==> config.mk <==
export PLATFORM = sky130hd
export DESIGN_NAME = pll_wait_seq
export DESIGN_NICKNAME = d
export VERILOG_FILES = /design/src/rtl/pll_wait_pkg.sv /design/src/rtl/pws_rst_sync.sv /design/src/rtl/pws_prescaler.sv /design/src/rtl/pws_stab_timer.sv /design/src/rtl/pws_seq_ctrl.sv /design/src/rtl/pll_wait_seq.sv
export SDC_FILE = /design/constraint.sdc
export NUM_CORES = 1
export LEC_CHECK = 0
export CORE_MARGIN = 4
export CORE_UTILIZATION = 40
export CTS_BUF_LIST = sky130_fd_sc_hd__clkbuf_4 sky130_fd_sc_hd__clkbuf_8 sky130_fd_sc_hd__clkbuf_16
export DETAILED_ROUTE_END_ITERATION = 12
export DONT_BUFFER_PORTS = 1
export GPL_ROUTABILITY_DRIVEN = 0
export PLACE_DENSITY = 0.64
export SLEW_MARGIN = 40
export SYNTH_ARGS = -nofsm -noshare
export SYNTH_HDL_FRONTEND = slang
export SYNTH_HIERARCHICAL = 1
export SYNTH_SLANG_ARGS = --single-unit
==> constraint.sdc <==
create_clock -name clk -period 3.6 [get_ports clk]
set_clock_uncertainty 0.05 [all_clocks]
set_input_delay 0.54 -clock clk [delete_from_list [all_inputs] [get_ports clk]]
set_output_delay 0.54 -clock clk [all_outputs]
set_load 0.1 [all_outputs]
==> src/rtl/pll_wait_pkg.sv <==
package pll_wait_pkg;
  localparam int unsigned CNT_W    = 8;
  localparam int unsigned SEL_W    = 3;
  localparam int unsigned PRE_BASE = 5;
  localparam int unsigned ADDR_W   = 2;

  localparam logic [ADDR_W-1:0] A_DIVSEL = 2'd0;
  localparam logic [ADDR_W-1:0] A_START  = 2'd1;
  localparam logic [ADDR_W-1:0] A_PLLCTL = 2'd2;

  typedef enum logic [1:0] {
    ST_IDLE  = 2'd0,
    ST_WAIT1 = 2'd1,
    ST_WAIT2 = 2'd2
  } seq_state_e;
endpackage

==> src/rtl/pws_rst_sync.sv <==
module pws_rst_sync (
  input  logic clk,
  input  logic rst_n,
  output logic rst_n_s
);
  logic [1:0] sync_q;

  always_ff @(posedge clk or negedge rst_n) begin
    if (!rst_n) sync_q <= 2'b00;
    else        sync_q <= {sync_q[0], 1'b1};
  end

  assign rst_n_s = sync_q[1];
endmodule

==> src/rtl/pws_prescaler.sv <==
module pws_prescaler #(
  parameter int unsigned SEL_W    = 3,
  parameter int unsigned PRE_BASE = 5
) (
  input  logic             clk,
  input  logic             rst_n,
  input  logic             run_i,
  input  logic [SEL_W-1:0] sel_i,
  output logic             tick_o
);
  localparam int unsigned TAPS  = 2 ** SEL_W;
  localparam int unsigned PRE_W = PRE_BASE + TAPS - 1;

  logic [PRE_W-1:0] pre_q, pre_d;
  logic [TAPS-1:0]  tap_hit;

  // each tap fires when its low bits are all ones: period 2^(PRE_BASE+i)
  for (genvar i = 0; i < TAPS; i++) begin : g_tap
    assign tap_hit[i] = &pre_q[PRE_BASE+i-1:0];
  end

  always_comb begin
    if (run_i) pre_d = pre_q + 1'b1;
    else       pre_d = '0;
  end

  always_ff @(posedge clk or negedge rst_n) begin
    if (!rst_n) pre_q <= '0;
    else        pre_q <= pre_d;
  end

  assign tick_o = run_i & tap_hit[sel_i];

  assert_idle_clear_R4: assert property (@(posedge clk) disable iff (!rst_n)
    !run_i |=> (pre_q == '0));
endmodule

==> src/rtl/pws_stab_timer.sv <==
module pws_stab_timer #(
  parameter int unsigned CNT_W = 8
) (
  input  logic             clk,
  input  logic             rst_n,
  input  logic             sw_load_i,
  input  logic [CNT_W-1:0] sw_val_i,
  input  logic             run_i,
  input  logic             tick_i,
  input  logic             reload_i,
  output logic             ovf_o,
  output logic [CNT_W-1:0] cnt_o
);
  logic [CNT_W-1:0] cnt_q, cnt_d;
  logic [CNT_W-1:0] shadow_q, shadow_d;
  logic             step;

  assign step  = run_i & tick_i;
  assign ovf_o = step & (&cnt_q);

  always_comb begin
    shadow_d = shadow_q;
    cnt_d    = cnt_q;
    if (sw_load_i) begin
      shadow_d = sw_val_i;
      cnt_d    = sw_val_i;
    end else if (reload_i) begin
      cnt_d = shadow_q;
    end else if (step) begin
      cnt_d = cnt_q + 1'b1;
    end
  end

  always_ff @(posedge clk or negedge rst_n) begin
    if (!rst_n) begin
      cnt_q    <= '0;
      shadow_q <= '0;
    end else begin
      cnt_q    <= cnt_d;
      shadow_q <= shadow_d;
    end
  end

  assign cnt_o = cnt_q;

  assert_hold_when_stopped_R7: assert property (@(posedge clk) disable iff (!rst_n)
    (!run_i && !sw_load_i) |=> $stable(cnt_q));
  assert_shadow_only_sw_R5: assert property (@(posedge clk) disable iff (!rst_n)
    !sw_load_i |=> $stable(shadow_q));
endmodule

==> src/rtl/pws_seq_ctrl.sv <==
module pws_seq_ctrl
  import pll_wait_pkg::*;
(
  input  logic clk,
  input  logic rst_n,
  input  logic start_i,
  input  logic stop_i,
  input  logic pll2_cfg_i,
  input  logic ovf_i,
  output logic run_o,
  output logic reload_o,
  output logic gate_o,
  output logic src_stable_o,
  output logic pll1_o,
  output logic pll2_o
);
  seq_state_e state_q, state_d;
  logic gate_q, gate_d;
  logic src_q, src_d;
  logic p1_q, p1_d;
  logic p2_q, p2_d;

  always_comb begin
    state_d = state_q;
    gate_d  = gate_q;
    src_d   = src_q;
    p1_d    = p1_q;
    p2_d    = p2_q;
    unique case (state_q)
      ST_IDLE: begin
        if (start_i) begin
          state_d = ST_WAIT1;
          gate_d  = 1'b0;
          src_d   = 1'b0;
          p1_d    = 1'b1;
        end else if (stop_i) begin
          p1_d = 1'b0;
          p2_d = 1'b0;
        end
      end
      ST_WAIT1: begin
        if (ovf_i) begin
          if (pll2_cfg_i) begin
            state_d = ST_WAIT2;
            p2_d    = 1'b1;
          end else begin
            state_d = ST_IDLE;
            gate_d  = 1'b1;
            src_d   = 1'b1;
          end
        end
      end
      ST_WAIT2: begin
        if (ovf_i) begin
          state_d = ST_IDLE;
          gate_d  = 1'b1;
          src_d   = 1'b1;
        end
      end
      default: state_d = ST_IDLE;
    endcase
  end

  always_ff @(posedge clk or negedge rst_n) begin
    if (!rst_n) begin
      state_q <= ST_IDLE;
      gate_q  <= 1'b1;
      src_q   <= 1'b1;
      p1_q    <= 1'b0;
      p2_q    <= 1'b0;
    end else begin
      state_q <= state_d;
      gate_q  <= gate_d;
      src_q   <= src_d;
      p1_q    <= p1_d;
      p2_q    <= p2_d;
    end
  end

  assign run_o        = (state_q != ST_IDLE);
  assign reload_o     = (state_q == ST_WAIT1) & ovf_i & pll2_cfg_i;
  assign gate_o       = gate_q;
  assign src_stable_o = src_q;
  assign pll1_o       = p1_q;
  assign pll2_o       = p2_q;

  assert_gate_src_together_R6: assert property (@(posedge clk) disable iff (!rst_n)
    gate_q == src_q);
  assert_halted_while_waiting_R3: assert property (@(posedge clk) disable iff (!rst_n)
    run_o |-> (!gate_q && p1_q));
  assert_resume_after_last_R4: assert property (@(posedge clk) disable iff (!rst_n)
    (state_q == ST_WAIT2 && ovf_i) |=> (gate_q && state_q == ST_IDLE));
  assert_pll2_mid_wait_R5: assert property (@(posedge clk) disable iff (!rst_n)
    $rose(p2_q) |-> (state_q == ST_WAIT2));
endmodule

==> src/rtl/pll_wait_seq.sv <==
module pll_wait_seq
  import pll_wait_pkg::*;
(
  input  logic              clk,
  input  logic              rst_n,
  input  logic              wr_en,
  input  logic [ADDR_W-1:0] wr_addr,
  input  logic [CNT_W-1:0]  wr_data,
  output logic              pll1_en_o,
  output logic              pll2_en_o,
  output logic              clk_gate_o,
  output logic              clkout_stable_o,
  output logic              busy_o,
  output logic [CNT_W-1:0]  tmr_count_o
);
  logic             rst_n_s;
  logic             busy, wr_ok;
  logic             wr_sel, wr_start, wr_pll;
  logic             start, stop;
  logic [SEL_W-1:0] sel_q, sel_d;
  logic             p2cfg_q, p2cfg_d;
  logic             tick, ovf, reload;
  logic             p1_on;

  pws_rst_sync u_rst (.clk(clk), .rst_n(rst_n), .rst_n_s(rst_n_s));

  assign wr_ok    = wr_en & ~busy;
  assign wr_sel   = wr_ok & (wr_addr == A_DIVSEL);
  assign wr_start = wr_ok & (wr_addr == A_START);
  assign wr_pll   = wr_ok & (wr_addr == A_PLLCTL);
  assign start    = wr_pll & wr_data[0] & ~p1_on;
  assign stop     = wr_pll & ~wr_data[0];

  always_comb begin
    sel_d   = sel_q;
    p2cfg_d = p2cfg_q;
    if (wr_sel) sel_d   = wr_data[SEL_W-1:0];
    if (wr_pll) p2cfg_d = wr_data[1];
  end

  always_ff @(posedge clk or negedge rst_n_s) begin
    if (!rst_n_s) begin
      sel_q   <= '0;
      p2cfg_q <= 1'b0;
    end else begin
      sel_q   <= sel_d;
      p2cfg_q <= p2cfg_d;
    end
  end

  pws_prescaler #(.SEL_W(SEL_W), .PRE_BASE(PRE_BASE)) u_pre (
    .clk(clk), .rst_n(rst_n_s), .run_i(busy), .sel_i(sel_q), .tick_o(tick)
  );

  pws_stab_timer #(.CNT_W(CNT_W)) u_tmr (
    .clk(clk), .rst_n(rst_n_s), .sw_load_i(wr_start), .sw_val_i(wr_data),
    .run_i(busy), .tick_i(tick), .reload_i(reload), .ovf_o(ovf),
    .cnt_o(tmr_count_o)
  );

  pws_seq_ctrl u_seq (
    .clk(clk), .rst_n(rst_n_s), .start_i(start), .stop_i(stop),
    .pll2_cfg_i(p2cfg_q), .ovf_i(ovf), .run_o(busy), .reload_o(reload),
    .gate_o(clk_gate_o), .src_stable_o(clkout_stable_o),
    .pll1_o(p1_on), .pll2_o(pll2_en_o)
  );

  assign pll1_en_o = p1_on;
  assign busy_o    = busy;

  assert_busy_writes_dropped_R8: assert property (@(posedge clk) disable iff (!rst_n_s)
    (busy && wr_en) |=> ($stable(sel_q) && $stable(p2cfg_q)));
  assert_off_write_immediate_R9: assert property (@(posedge clk) disable iff (!rst_n_s)
    stop |=> (!pll1_en_o && !pll2_en_o && clk_gate_o));
endmodule

Word level (Yosys, flattened, before mapping)
Index checks and enable logic that the tools add are counted.
{ "word_totals": {"output_inout_bits": 13, "mem_bits_rw": 0, "in_bits": 13, "latch_bits": 0, "ff_bits": 39, "rom_bits": 0, "memories": 0} }
{ "classes": {"add_sub_neg": 2, "n_reduce_logical": 20, "n_div": 0, "bitwise": 15, "n_eq_ne": 11, "n_mul": 0, "muxes": 22, "magnitude_cmp": 1, "shifts": 0} }
{ "op_table": {"columns": ["operator", "n"], "rows": [
  ["8-bit two-way mux", 3],
  ["8-bit AND reduction", 2],
  ["5-bit AND reduction", 3],
  ["12-bit by 1-bit adder with 12-bit output (second input constant)", 1],
  ["1-bit AND", 12],
  ["12-bit two-way mux", 1],
  ["12-bit AND reduction", 1],
  ["11-bit AND reduction", 1],
  ["1-bit two-way mux", 10],
  ["2-bit inequality test (second input constant)", 5],
  ["10-bit AND reduction", 1],
  ["9-bit AND reduction", 1],
  ["8-bit by 1-bit adder with 8-bit output (second input constant)", 1],
  ["2-bit two-way mux", 4],
  ["7-bit AND reduction", 1],
  ["2-bit case mux with 3 select lines", 1],
  ["6-bit AND reduction", 1],
  ["2-bit nonzero test", 3],
  ["3-bit nonzero test", 2],
  ["2-bit by 1-bit == test with 1-bit output (second input constant)", 2],
  ["2-bit == test (second input constant)", 2],
  ["2-bit logical NOT", 2],
  ["3-bit by 4-bit < comparator with 1-bit output (second input constant)", 1],
  ["2-bit by 1-bit inequality test with 1-bit output (second input constant)", 2],
  ["6 further kinds", 8]
]} }

Logic depth before layout (Yosys ltp)
Gate-level depths: netlist of run 1.
{ "logic_depth": {"ltp_word": 10, "mapped_depth": 15} }

By module
Netlist of run 1, hierarchy kept.
{ "modules_own_cells": {"columns": ["module", "instances", "cells_per_inst", "seq_area_each_um2", "area_per_inst_um2"], "rows": [
  ["pws_stab_timer", 1, 80, 400.4, 847.1],
  ["pws_prescaler", 1, 65, 300.3, 661.9],
  ["pws_seq_ctrl", 1, 33, 126.4, 365.4],
  ["pll_wait_seq", 1, 13, 100.1, 203.9],
  ["pws_rst_sync", 1, 3, 50.0, 53.8]
]} }

Least setup slack after synthesis of run 1
No wires, ideal clock.
{ "synth_path": {"kind": "register to register", "start": "register u_seq.state_q[0]", "end": "register u_tmr.cnt_q[4] (netlist: u_tmr/cnt_o[4])", "arrival_ns": 3.495, "setup_ns": 0.080, "period_less_slack_ns": 3.625, "path_stages_with_launch": 14, "path_slack_ns": -0.025, "path_buffers": 2, "path_cell_list": "dfrtp_1 -> inv_1 -> ha_1 -> inv_1 -> clkbuf_1 -> o221a_2 -> nand3_2 -> nor3_1 -> and3_2 -> buf_6 -> and2b_1 -> a22oi_1 -> a21oi_1 -> a2bb2oi_1"} }
{ "synth_between": {"elab_chain_len": 8} }
{ "synth_lines": {"columns": ["item", "line_no", "text"], "rows": [
  ["from (decl)", "pws_seq_ctrl.sv:17", "seq_state_e state_q, state_d;"],
  ["from (signal assigned)", "pws_seq_ctrl.sv:72", "state_q <= state_d;"],
  ["2-bit nonzero test *", "pws_seq_ctrl.sv:80", "assign run_o = (state_q != ST_IDLE);"],
  ["via busy_o", "pll_wait_seq.sv:13", "output logic busy_o,"],
  ["1-bit AND *", "pws_prescaler.sv:32", "assign tick_o = run_i & tap_hit[sel_i];"],
  ["via tick", "pll_wait_seq.sv:22", "logic tick, ovf, reload;"],
  ["1-bit AND *", "pws_stab_timer.sv:18", "assign step = run_i & tick_i;"],
  ["1-bit AND *", "pws_stab_timer.sv:19", "assign ovf_o = step & (&cnt_q);"],
  ["via ovf", "pll_wait_seq.sv:22", null],
  ["1-bit AND * (2 in series)", "pws_seq_ctrl.sv:81", "assign reload_o = (state_q == ST_WAIT1) & ovf_i & pll2_cfg_i;"],
  ["via reload", "pll_wait_seq.sv:22", null],
  ["8-bit two-way mux", "pws_stab_timer.sv:27", "end else if (reload_i) begin"],
  ["8-bit two-way mux", "pws_stab_timer.sv:24", "if (sw_load_i) begin"],
  ["to (signal assigned)", "pws_stab_timer.sv:39", "cnt_q <= cnt_d;"],
  ["to (decl)", "pws_stab_timer.sv:14", "logic [CNT_W-1:0] cnt_q, cnt_d;"]
]} }
The timed path passes the listed nets; every way through them passes the cells marked *.
A chain may end at the register's enable or synchronous reset.

Worst setup path after layout of run 1
Ends and elaborated chain as after synthesis.

==> results of run 1 <==
[worst paths after layout]
check,startpoint,end,cells past startpoint
max,u_seq/state_q[0]$_DFFE_PN0P_,u_tmr/cnt_o[4]$_DFFE_PN0P_,11
min in group clk,u_rst/sync_q[0]$_DFF_PN0_,u_rst/sync_q[1]$_DFF_PN0_,0
min reg2reg,u_rst/sync_q[1]$_DFF_PN0_,p2cfg_q$_DFFE_PN0P_,0
min,u_rst/sync_q[1]$_DFF_PN0_,p2cfg_q$_DFFE_PN0P_,0
max in group asynchronous,u_rst/sync_q[1]$_DFF_PN0_,u_pre/pre_q[10]$_DFF_PN0_,1
max reg2reg,u_seq/state_q[0]$_DFFE_PN0P_,u_tmr/cnt_o[4]$_DFFE_PN0P_,11
[metal layers]
layer	global-route usage [%]	share of wire, %	up-vias
met3	4.77	5.5	9
met4	7.26	2.4	0
met5	0	0	-
li1	-	-	708
met2	23.0	47	31
met1	19.1	45	705
[per-stage QoR]
stage	instance area, sq um	std cells	hold WS [ns]
floorplan	2140	194	0.194
CTS	2430	280	0.215
finish	2430	280	0.200
detailed placement	2290	271	0.194
global placement	2280	271	0.194
global route	2430	280	0.255
[synth_stat cells (5+ instances only)]
| cell type | instances | share of area (%) |
|---|---|---|
| a22oi_1 | 5 | 1.8 |
| and2_1 | 10 | 2.9 |
| dfrtp_1 | 38 | 45 |
| ha_1 | 10 | 5.9 |
| inv_1 | 12 | 2.1 |
| mux2_2 | 11 | 5.8 |
| nand2_1 | 12 | 2.1 |
| nand3_1 | 8 | 1.9 |
| nor2_1 | 7 | 1.2 |
| o21ai_0 | 10 | 2.3 |
| xnor2_1 | 7 | 2.9 |
| xor2_1 | 5 | 2.1 |
[cell type report]
| class | count | area [sq um] |
|---|---|---|
| Timing Repair Buffer | 13 | 100 |
| Sequential cell | 39 | 983 |
| Inverter | 12 | 48.8 |
| Fill cell | 477 | 2710 |
| Multi-Input combinational cell | 138 | 1080 |
| Tap cell | 70 | 87.6 |
| Clock inverter | 3 | 67.6 |
| Clock buffer | 5 | 68.8 |
[cells by family (layout without fill, tap and decap cells)]
group,count (synthesis),in the layout
and+or+nand+nor,64,64
DFF,39,39
AOI/OAI and AO/OA,36,36
buffers and inverters,17,33
muxes,15,15
xor gates and xnor gates,12,12
adders and majority gates,10,10
other,1,1
[power groups by stage]
| stage | logic [W] | clock network [W] | registers (W) |
|---|---|---|---|
| 2_1_floorplan | 0.000597 | 0 | 0.00113 |
| 3_3_place_gp | 0.00109 | 0 | 0.000847 |
| 3_5_place_dp | 0.00109 | 0 | 0.000860 |
| 4_1_cts | 0.00110 | 0.000445 | 0.000849 |
| 5_1_grt | 0.00118 | 0.000466 | 0.000874 |
| 6_report | 0.00110 | 0.000436 | 0.000848 |
[state kept, by name, summed over array words and instances (netlist names)]
signal / count
u_seq/pll1_o: 1
p2cfg_q: 1
u_rst/sync_q: 2
u_pre/pre_q: 12
u_seq/src_stable_o: 1
sel_q: 3
u_seq/pll2_o: 1
u_seq/state_q: 2
u_tmr/cnt_o: 8
u_tmr/shadow_q: 8
==> impl_metrics.json, run 1 <==
{
  "finalHoldViolations": 0,
  "fin_util_pct": 47.4,
  "grt_remaining_overflow": 0,
  "yosys.area_share.simple_pct": 19.5,
  "clockRootBuffer": "clkbuf_8",
  "grt_pass1_wl_microns": 7390,
  "die_area_sq_um": 6560,
  "clkTransAtPathRegs_ns": 0.08,
  "fp.dieH_microns": 81.0,
  "crit_chain": "inv_1 > ha_1 > clkinvlp_4 > o221a_2 > nand3_2 > nor3_1 > and3_2 > and2b_1 > a22oi_1 > a21oi_1 > a2bb2oi_1",
  "relSlewSlack_pct": 59.9,
  "drive_above_1_share_pct": 26.2,
  "post-place-ws_ns": 0.406,
  "wl_per_cell_microns": 15.2,
  "vias": 1453,
  "crit_path_end_kind": "flip-flop",
  "synthArstFlopShare_pct": 100,
  "grt_pass1_vias": 1519,
  "synth_ff_type": "dfrtp_1",
  "ctsHoldBuffers": 1,
  "ctsResizeCount": 0,
  "pwr-share-comb_pct": 46.1,
  "num-nets-final": 232,
  "synth-xor-area-share_pct": 4.93,
  "numCtsBuffers": 5,
  "p_switching_w": 0.00116,
  "worst-setup-path-type": "reg -> reg",
  "postCtsSetupBuffers": 0,
  "synth_cell_types": 51,
  "seq_power_share_pct": 35.6,
  "clkLatencyLatePin_ns": 0.29,
  "tns_ns": 0,
  "cpLargestDelayFamily": "simple AND/OR/NAND/NOR gates",
  "synth_compound_area_share_pct": 12.0,
  "tightest_slew_ns": 0.601,
  "synth_top_family_by_area": "simple AND/OR/NAND/NOR gates",
  "setup_viol": 0,
  "syn-num-nets": 217,
  "setup_slack_ns": 0.387,
  "cts_tree": "done",
  "drt_wl_total_microns": 4260,
  "slowest_stage": "dfrtp_1",
  "switching_share_pct": 48.6,
  "power.share.clock_pct": 18.3,
  "slowest_delay_ns": 0.42,
  "r2r_setup_slack_ns": 0.39,
  "io_pins": 26,
  "finalMaxSlewViolations": 0,
  "p_int_w": 0.00122,
  "netlist_instances": 194,
  "most-common-layout-cells": "36 x dfrtp_1, 12 x buf_4, 12 x nand2_1",
  "min-delay-path-class": "reg -> async",
  "design.core.area_sq_um": 5140,
  "synth-edff-count": 0,
  "muxShareOfSynthArea_pct": 8.16,
  "worstSetupStartpointType": "flip-flop",
  "drt_iter0_markers": 39,
  "maxCapViolations": 0,
  "layout_commonest_cell": "dfrtp_1",
  "avgSynthCellArea_sq_um": 11.0,
  "power.density_nw_per_um2": 978,
  "synthAdderAreaFrac_pct": 5.87,
  "cts_buffer_depth": 2,
  "drc": 0,
  "worst_ep_arrival_time_ns": 3.38,
  "power.leakage_nw": 1.05,
  "ir_drop_uv": 801,
  "yosys_register_bits": 39,
  "first_pass_iters": 4,
  "vias_per_cell": 5.19,
  "max_freq_ghz": 0.311,
  "cp_num_buf_inv": 2,
  "clkSinkCount": 39,
  "period_minus_slack_ns": 3.21,
  "syn_area_sq_um": 2130,
  "diodes": 0,
  "start_util_pct": 41.5,
  "yosys_warnings": 6,
  "area_growth_pct": 14.2,
  "core.rowCount": 26,
  "yosysSeqAreaShare_pct": 45.8,
  "track_usage_pct": 15.0,
  "finalCritPeriodShare_pct": 89.3,
  "grt_start_max_net_pins": 24,
  "drtAntennaViolNets": 0,
  "worstPathMaxFanout": 8,
  "power_w": 0.00238,
  "hpwl_microns": 3110,
  "rsz0062_at_grt": "no",
  "antenna_found_initial": 0,
  "cp.required_ns": 3.77,
  "io_buffers": 0,
  "outcome": "completed",
  "htree_levels": 2,
  "die-width_microns": 81.0
}
Power figures use the tool's default switching activity.
==> inputs of run 2 (changes only) <==
- CORE_MARGIN: 4 -> 2
==> run 2 against run 1 <==
  * Critical endpoint is now u_tmr/cnt_o[3]$_DFFE_PN0P_
  * Critical path depth up 3
  * First-iteration DRC count down 26%
  * Sequential cell count unchanged
  * Count of clock-buffer cells in the layout up 3
  * Clock power down 25%
  * Hold slack worse by 0.16 ns
  * Core utilization down 0.63 points
  * Setup slack better by 0.15 ns
  * Total power down 5.6%
  * Global-route usage down 0.68 points
  * Via count down 5.0%
  * Non-clock buffer count unchanged
==> impl_metrics.json, run 2 (synthesis results as in run 1) <==
{
  "outcome": "completed",
  "start_util_pct": 41.5,
  "hpwl_microns": 2830,
  "largest_reg_flops": 12,
  "period_minus_slack_ns": 3.07,
  "num-nets-final": 232,
  "vias_per_cell": 4.93,
  "maxCapViolations": 0,
  "grt_pass1_wl_microns": 6710,
  "power_w": 0.00225,
  "crit_path_end_kind": "flip-flop",
  "power.leakage_nw": 1.04,
  "drive_above_1_share_pct": 26.2,
  "grt_remaining_overflow": 0,
  "area_growth_pct": 12.7,
  "grt_pass1_vias": 1425,
  "numCtsBuffers": 5,
  "antenna_found_initial": 0,
  "finalHoldViolations": 0,
  "fillers": 502,
  "cp.required_ns": 3.76,
  "setup_viol": 0,
  "ir_drop_uv": 550,
  "power.density_nw_per_um2": 936,
  "worstPathMaxFanout": 8,
  "relSlewSlack_pct": 66.0,
  "worst_ep_arrival_time_ns": 3.23,
  "first_pass_iters": 4,
  "met3_length_microns": 182,
  "io_pins": 26,
  "design.core.area_sq_um": 5140,
  "die_area_sq_um": 5930,
  "drtAntennaViolNets": 0,
  "clkLatencyLatePin_ns": 0.28,
  "diodes": 0,
  "ctsResizeCount": 0,
  "tightest_slew_ns": 0.510,
  "rsz0062_at_grt": "no",
  "wl_met1_microns": 1820,
  "worst-setup-path-type": "reg -> reg",
  "io_buffers": 0,
  "max_freq_ghz": 0.326,
  "die-width_microns": 77.0,
  "most-common-layout-cells": "36 x dfrtp_1, 12 x buf_4, 12 x nand2_1",
  "tns_ns": 0,
  "dp.cells": 271,
  "fp.dieH_microns": 77.0,
  "postCtsSetupBuffers": 0,
  "drt_wl_total_microns": 3800,
  "drt_iter0_markers": 29,
  "clkSinkCount": 39,
  "regMostFlops": "u_pre/pre_q",
  "finalCritPeriodShare_pct": 85.2,
  "finalMaxSlewViolations": 0,
  "drc": 0,
  "layout_commonest_cell": "dfrtp_1",
  "htree_levels": 2,
  "clockRootBuffer": "clkbuf_8",
  "track_usage_pct": 14.3,
  "core.rowCount": 26,
  "fin_util_pct": 46.7,
  "cts_buffer_depth": 2,
  "worstSetupStartpointType": "flip-flop",
  "clkTransAtPathRegs_ns": 0.07,
  "wl_met2_microns": 1730,
  "finalNonFillerCells": 280,
  "min-delay-path-class": "reg -> async",
  "wl_per_cell_microns": 13.6,
  "cts_tree": "done",
  "timing.hold.ws_ns": 0.0415,
  "top_layer_used": "met4",
  "vias": 1380,
  "grt_start_max_net_pins": 33
}
-- run 2: cell count changes in the layout (fill, tap and decap cells not counted), sizes merged --
cell	previous run	this run
clkinvlp	2	1
bufinv	2	0
clkbuf	5	8
-- run 2: worst paths after layout --
path,from,endpoint,slack (ns),cells past startpoint
min in group clk,u_rst/sync_q[0]$_DFF_PN0_,u_rst/sync_q[1]$_DFF_PN0_,0.32,0
worst min register to register,u_rst/sync_q[1]$_DFF_PN0_,u_seq/state_q[1]$_DFFE_PN0P_,0.04,0
worst max register to register,u_pre/pre_q[0]$_DFF_PN0_,u_tmr/cnt_o[3]$_DFFE_PN0P_,0.53,14
max in group asynchronous,u_rst/sync_q[1]$_DFF_PN0_,u_seq/src_stable_o$_DFFE_PN1P_,2.75,1
worst max-delay path,u_pre/pre_q[0]$_DFF_PN0_,u_tmr/cnt_o[3]$_DFFE_PN0P_,0.53,14
worst min-delay path,u_rst/sync_q[1]$_DFF_PN0_,u_seq/state_q[1]$_DFFE_PN0P_,0.04,0
-- run 2: metal layers --
| layer | global-route usage, % | up-vias |
|---|---|---|
| met1 | 19.6 | 649 |
| met4 | 5.36 | 0 |
| met5 | 0 | - |
| li1 | - | 704 |
| met2 | 21.8 | 21 |
| met3 | 3.76 | 6 |
-- run 2: critical path: stages (launching register included) --
cell,delay (ns)
dfrtp_1,0.39
ha_1,0.22
nand3_2,0.12
nor3_1,0.20
ha_1,0.17
nand2_1,0.04
nand2_1,0.07
o221a_2,0.25
nand3_2,0.15
nor3_1,0.30
and3_2,0.33
and2b_1,0.26
a22oi_1,0.11
a21oi_1,0.15
a2bb2oi_1,0.17
-- run 2: report_power, final --
group          internal (W)  total [W]  switching (W)
Clock              0.000182   0.000326       0.000144
Combinational      0.000343    0.00108       0.000737
Sequential         0.000602   0.000841       0.000239
Total               0.00113    0.00225        0.00112
-- run 2: through the flow --
step / area [sq um] / worst slack [ns]
global route: 2400 / 0.210
global placement: 2280 / 0.692
finish: 2400 / 0.533
floorplan: 2140 / 0.322
detailed placement: 2290 / 0.529
CTS: 2400 / 0.515
-- run 2: final cells by class --
type	instances	area (sq um)	area share (%)
clock buffers	8	104	4.32
inverters	12	48.8	2.03
multi-input cells	138	1080	44.9
flip-flops and latches	39	983	40.9
well taps	70	87.6	3.65
repair buffers	13	100	4.17
-- run 2: repair_timing --
action	4_1_cts	5_1_grt
endpoints found under the setup margin	0	0
hold endpoints to repair	2	0
hold buffers	1	0
==> inputs of run 3 (changes only) <==
- ABC_AREA: not set -> 1
==> run 3 against run 2 <==
  * First-iteration DRC count increased to 3.9 times the previous value
  * Non-clock buffer count is the same
  * Critical path depth is 7 higher
  * Sequential cell count did not move
  * Synthesized cell count up 48%
  * Fmax is 5.3% higher
  * Total power rose by 1.7%
  * Global-route usage grew 1.8 points
  * Sequential share of layout area fell by 1.3 points
  * Via count is 34% higher
  * Highest routed layer unchanged
==> impl_metrics.json, run 3 <==
{
  "p_switching_w": 0.00124,
  "finalCritPeriodShare_pct": 80.9,
  "timing.rr.end": "u_tmr/cnt_o[6]$_DFFE_PN0P_",
  "design.core.area_sq_um": 5440,
  "start_util_pct": 41.1,
  "die-width_microns": 78.7,
  "clkSinkCount": 39,
  "path_common_cell": "nor2_1",
  "regMostFlops": "u_pre/pre_q",
  "num-nets-final": 325,
  "netlist_instances": 288,
  "layout_commonest_cell": "nand2_1",
  "worstSetupEndpoint": "u_tmr/cnt_o[6]$_DFFE_PN0P_",
  "clkTransAtPathRegs_ns": 0.07,
  "grt_pass1_vias": 1793,
  "p_int_w": 0.00105,
  "antenna_found_initial": 0,
  "drc": 0,
  "fp.dieH_microns": 78.7,
  "grt_pass1_wl_microns": 7810,
  "largest_reg_flops": 12,
  "max_freq_ghz": 0.343,
  "relSlewSlack_pct": 66.2,
  "synth_area_leaders": "dfrtp_1 43%, nand2_1 10%, inv_1 6.4%, ha_1 5.6%, a21oi_1 5.4%",
  "setup_viol": 0,
  "path_depth": 21,
  "rsz0062_at_grt": "no",
  "fillers": 544,
  "area_growth_pct": 11.3,
  "diodes": 0,
  "crit-reg2reg-launch": "u_pre/pre_q[0]$_DFF_PN0_",
  "placed_area_sq_um": 2380,
  "worst_ep_arrival_time_ns": 3.04,
  "first_pass_iters": 4,
  "grt_start_max_net_pins": 30,
  "period_minus_slack_ns": 2.91,
  "die_area_sq_um": 6200,
  "seq_power_share_pct": 36.1,
  "clkLatencyLatePin_ns": 0.29,
  "drtAntennaViolNets": 0,
  "htree_levels": 2,
  "track_usage_pct": 16.0,
  "clockRootBuffer": "clkbuf_8",
  "drt_iter0_markers": 112,
  "power.leakage_nw": 1.22,
  "worst-setup-path-type": "reg -> reg",
  "switching_share_pct": 54.3,
  "cts_tree": "done",
  "cts_buffer_depth": 2,
  "crit_chain": "ha_1 > nand2_2 > nor2_4 > nand2_2 > inv_1 > ha_1 > nor2_1 > nor2_1 > nand2_1 > nand3_1 > nand2_1 > inv_1 > nand2_1 > nor4_1 > inv_1 > nor2_1 > nor2_1 > nand2_2 > inv_2 > a21oi_1 > a21oi_2",
  "yosysTopAreaCellShare_pct": 42.6,
  "wl_per_cell_microns": 12.1,
  "pwr-share-comb_pct": 50.8,
  "ir_drop_uv": 797,
  "vias_per_cell": 4.91,
  "tns_ns": 0,
  "crit_path_start": "u_pre/pre_q[0]$_DFF_PN0_",
  "power.density_nw_per_um2": 920,
  "cpLargestDelayFamily": "simple AND/OR/NAND/NOR gates",
  "cp.required_ns": 3.73,
  "outcome": "completed",
  "syn_area_sq_um": 2230,
  "syn-num-nets": 311,
  "tightest_slew_ns": 0.507,
  "maxCapViolations": 0,
  "dp.cells": 366,
  "synth_ff_type": "dfrtp_1",
  "slowest_stage": "dfrtp_1",
  "yosysSeqAreaShare_pct": 43.8,
  "synth_cell_types": 28,
  "vias": 1843,
  "r2r_cells": 21,
  "crit_path_end_kind": "flip-flop",
  "yosysMostFrequentCell": "nand2_1",
  "hpwl_microns": 3380,
  "io_pins": 26,
  "drt_wl_total_microns": 4530,
  "yosys_register_bits": 39,
  "final_cell_area_sq_um": 2480,
  "synthArstFlopShare_pct": 100,
  "drive_above_1_share_pct": 16.8,
  "cp_num_buf_inv": 4,
  "worstSetupStartpointType": "flip-flop",
  "min-delay-path-class": "reg -> async",
  "slowest_delay_ns": 0.37,
  "synth-edff-count": 0,
  "power_w": 0.00229,
  "worstPathMaxFanout": 12,
  "most-common-layout-cells": "61 x nand2_1, 38 x inv_1, 35 x dfrtp_1",
  "synth_top_cells_by_count": "61 x nand2_1, 38 x dfrtp_1, 38 x inv_1",
  "core.rowCount": 27,
  "io_buffers": 0,
  "r2r_setup_slack_ns": 0.69,
  "synth_area_leader_cell": "dfrtp_1",
  "numCtsBuffers": 5,
  "power.share.clock_pct": 13.1,
  "grt_remaining_overflow": 0,
  "avgSynthCellArea_sq_um": 7.75,
  "finalHoldViolations": 0,
  "finalMaxSlewViolations": 0,
  "yosys_warnings": 6,
  "finalNonFillerCells": 375
}
[run 3: repair_timing]
item | in CTS | in global routing
setup buffers | 0 | 0
gates resized for setup | 0 | 0
hold endpoints to repair | 2 | 0
hold buffers | 1 | 0
[run 3: final cells by class]
type	count	area, sq um	share of cell area, %
multi-input combinational	200	1060	42.5
sequential	39	985	39.6
inverter	43	164	6.60
timing repair buffer	13	100	4.03
tap	72	90.1	3.63
clock buffer	7	83.8	3.37
clock inverter	1	5.00	0.201
[run 3: how the worst min path moves through the flow]
stage | slack (ns) | from | depth (start not counted) | end
after floorplan | 0.19 | rst_n | 0 | u_rst/sync_q[0]$_DFF_PN0_
after global placement | 0.19 | rst_n | 0 | u_rst/sync_q[0]$_DFF_PN0_
after detailed placement | 0.19 | rst_n | 0 | u_rst/sync_q[0]$_DFF_PN0_
after CTS | 0.21 | u_rst/sync_q[1]$_DFF_PN0_ | 0 | p2cfg_q$_DFFE_PN0P_
after global routing | 0.25 | u_rst/sync_q[1]$_DFF_PN0_ | 0 | p2cfg_q$_DFFE_PN0P_
final | 0.19 | u_rst/sync_q[1]$_DFF_PN0_ | 0 | u_pre/pre_q[5]$_DFF_PN0_
[run 3: routing by layer]
metal | up-vias | wire length, microns | track usage [%]
met4 | 0 | 57 | 6.32
met5 | - | 0 | 0
met2 | 43 | 2010 | 24.9
met1 | 842 | 2200 | 20.8
met3 | 7 | 263 | 5.23
li1 | 951 | - | -
[run 3: cells by family after synthesis]
kind of cell	synth area share, %
AO/OA/AOI/OAI	13.4
other	0.168
XOR/XNOR	0.784
AND/OR/NAND/NOR	27.2
flip-flops	43.8
buffers and inverters	9.02
adder cells (fa/ha/maj)	5.60
[run 3: power by group through the flow]
stage | Clock [W] | Sequential, W | Combinational [W]
after global placement | 0 | 0.000824 | 0.00115
after detailed placement | 0 | 0.000835 | 0.00116
after CTS | 0.000310 | 0.000826 | 0.00117
after floorplan | 0 | 0.00112 | 0.000652
after global routing | 0.000329 | 0.000848 | 0.00128
final | 0.000299 | 0.000825 | 0.00116
[run 3: per-stage QoR]
stage,hold WS [ns],worst slack [ns],util [%]
after detailed placement,0.194,0.684,43.8
final,0.188,0.687,45.7
after floorplan,0.194,0.186,-
after global placement,0.194,0.827,43.7
after global routing,0.246,0.318,45.7
after CTS,0.211,0.675,45.7
[run 3: worst reg2reg max path, delay by kind of cell, from the launching register on]
kind	cells	cell delay [ns]
DFF	1	0.37
AOI/OAI and AO/OA	2	0.24
buffers and inverters	4	0.34
and+or+nand+nor	13	1.45
adders and majority gates	2	0.36
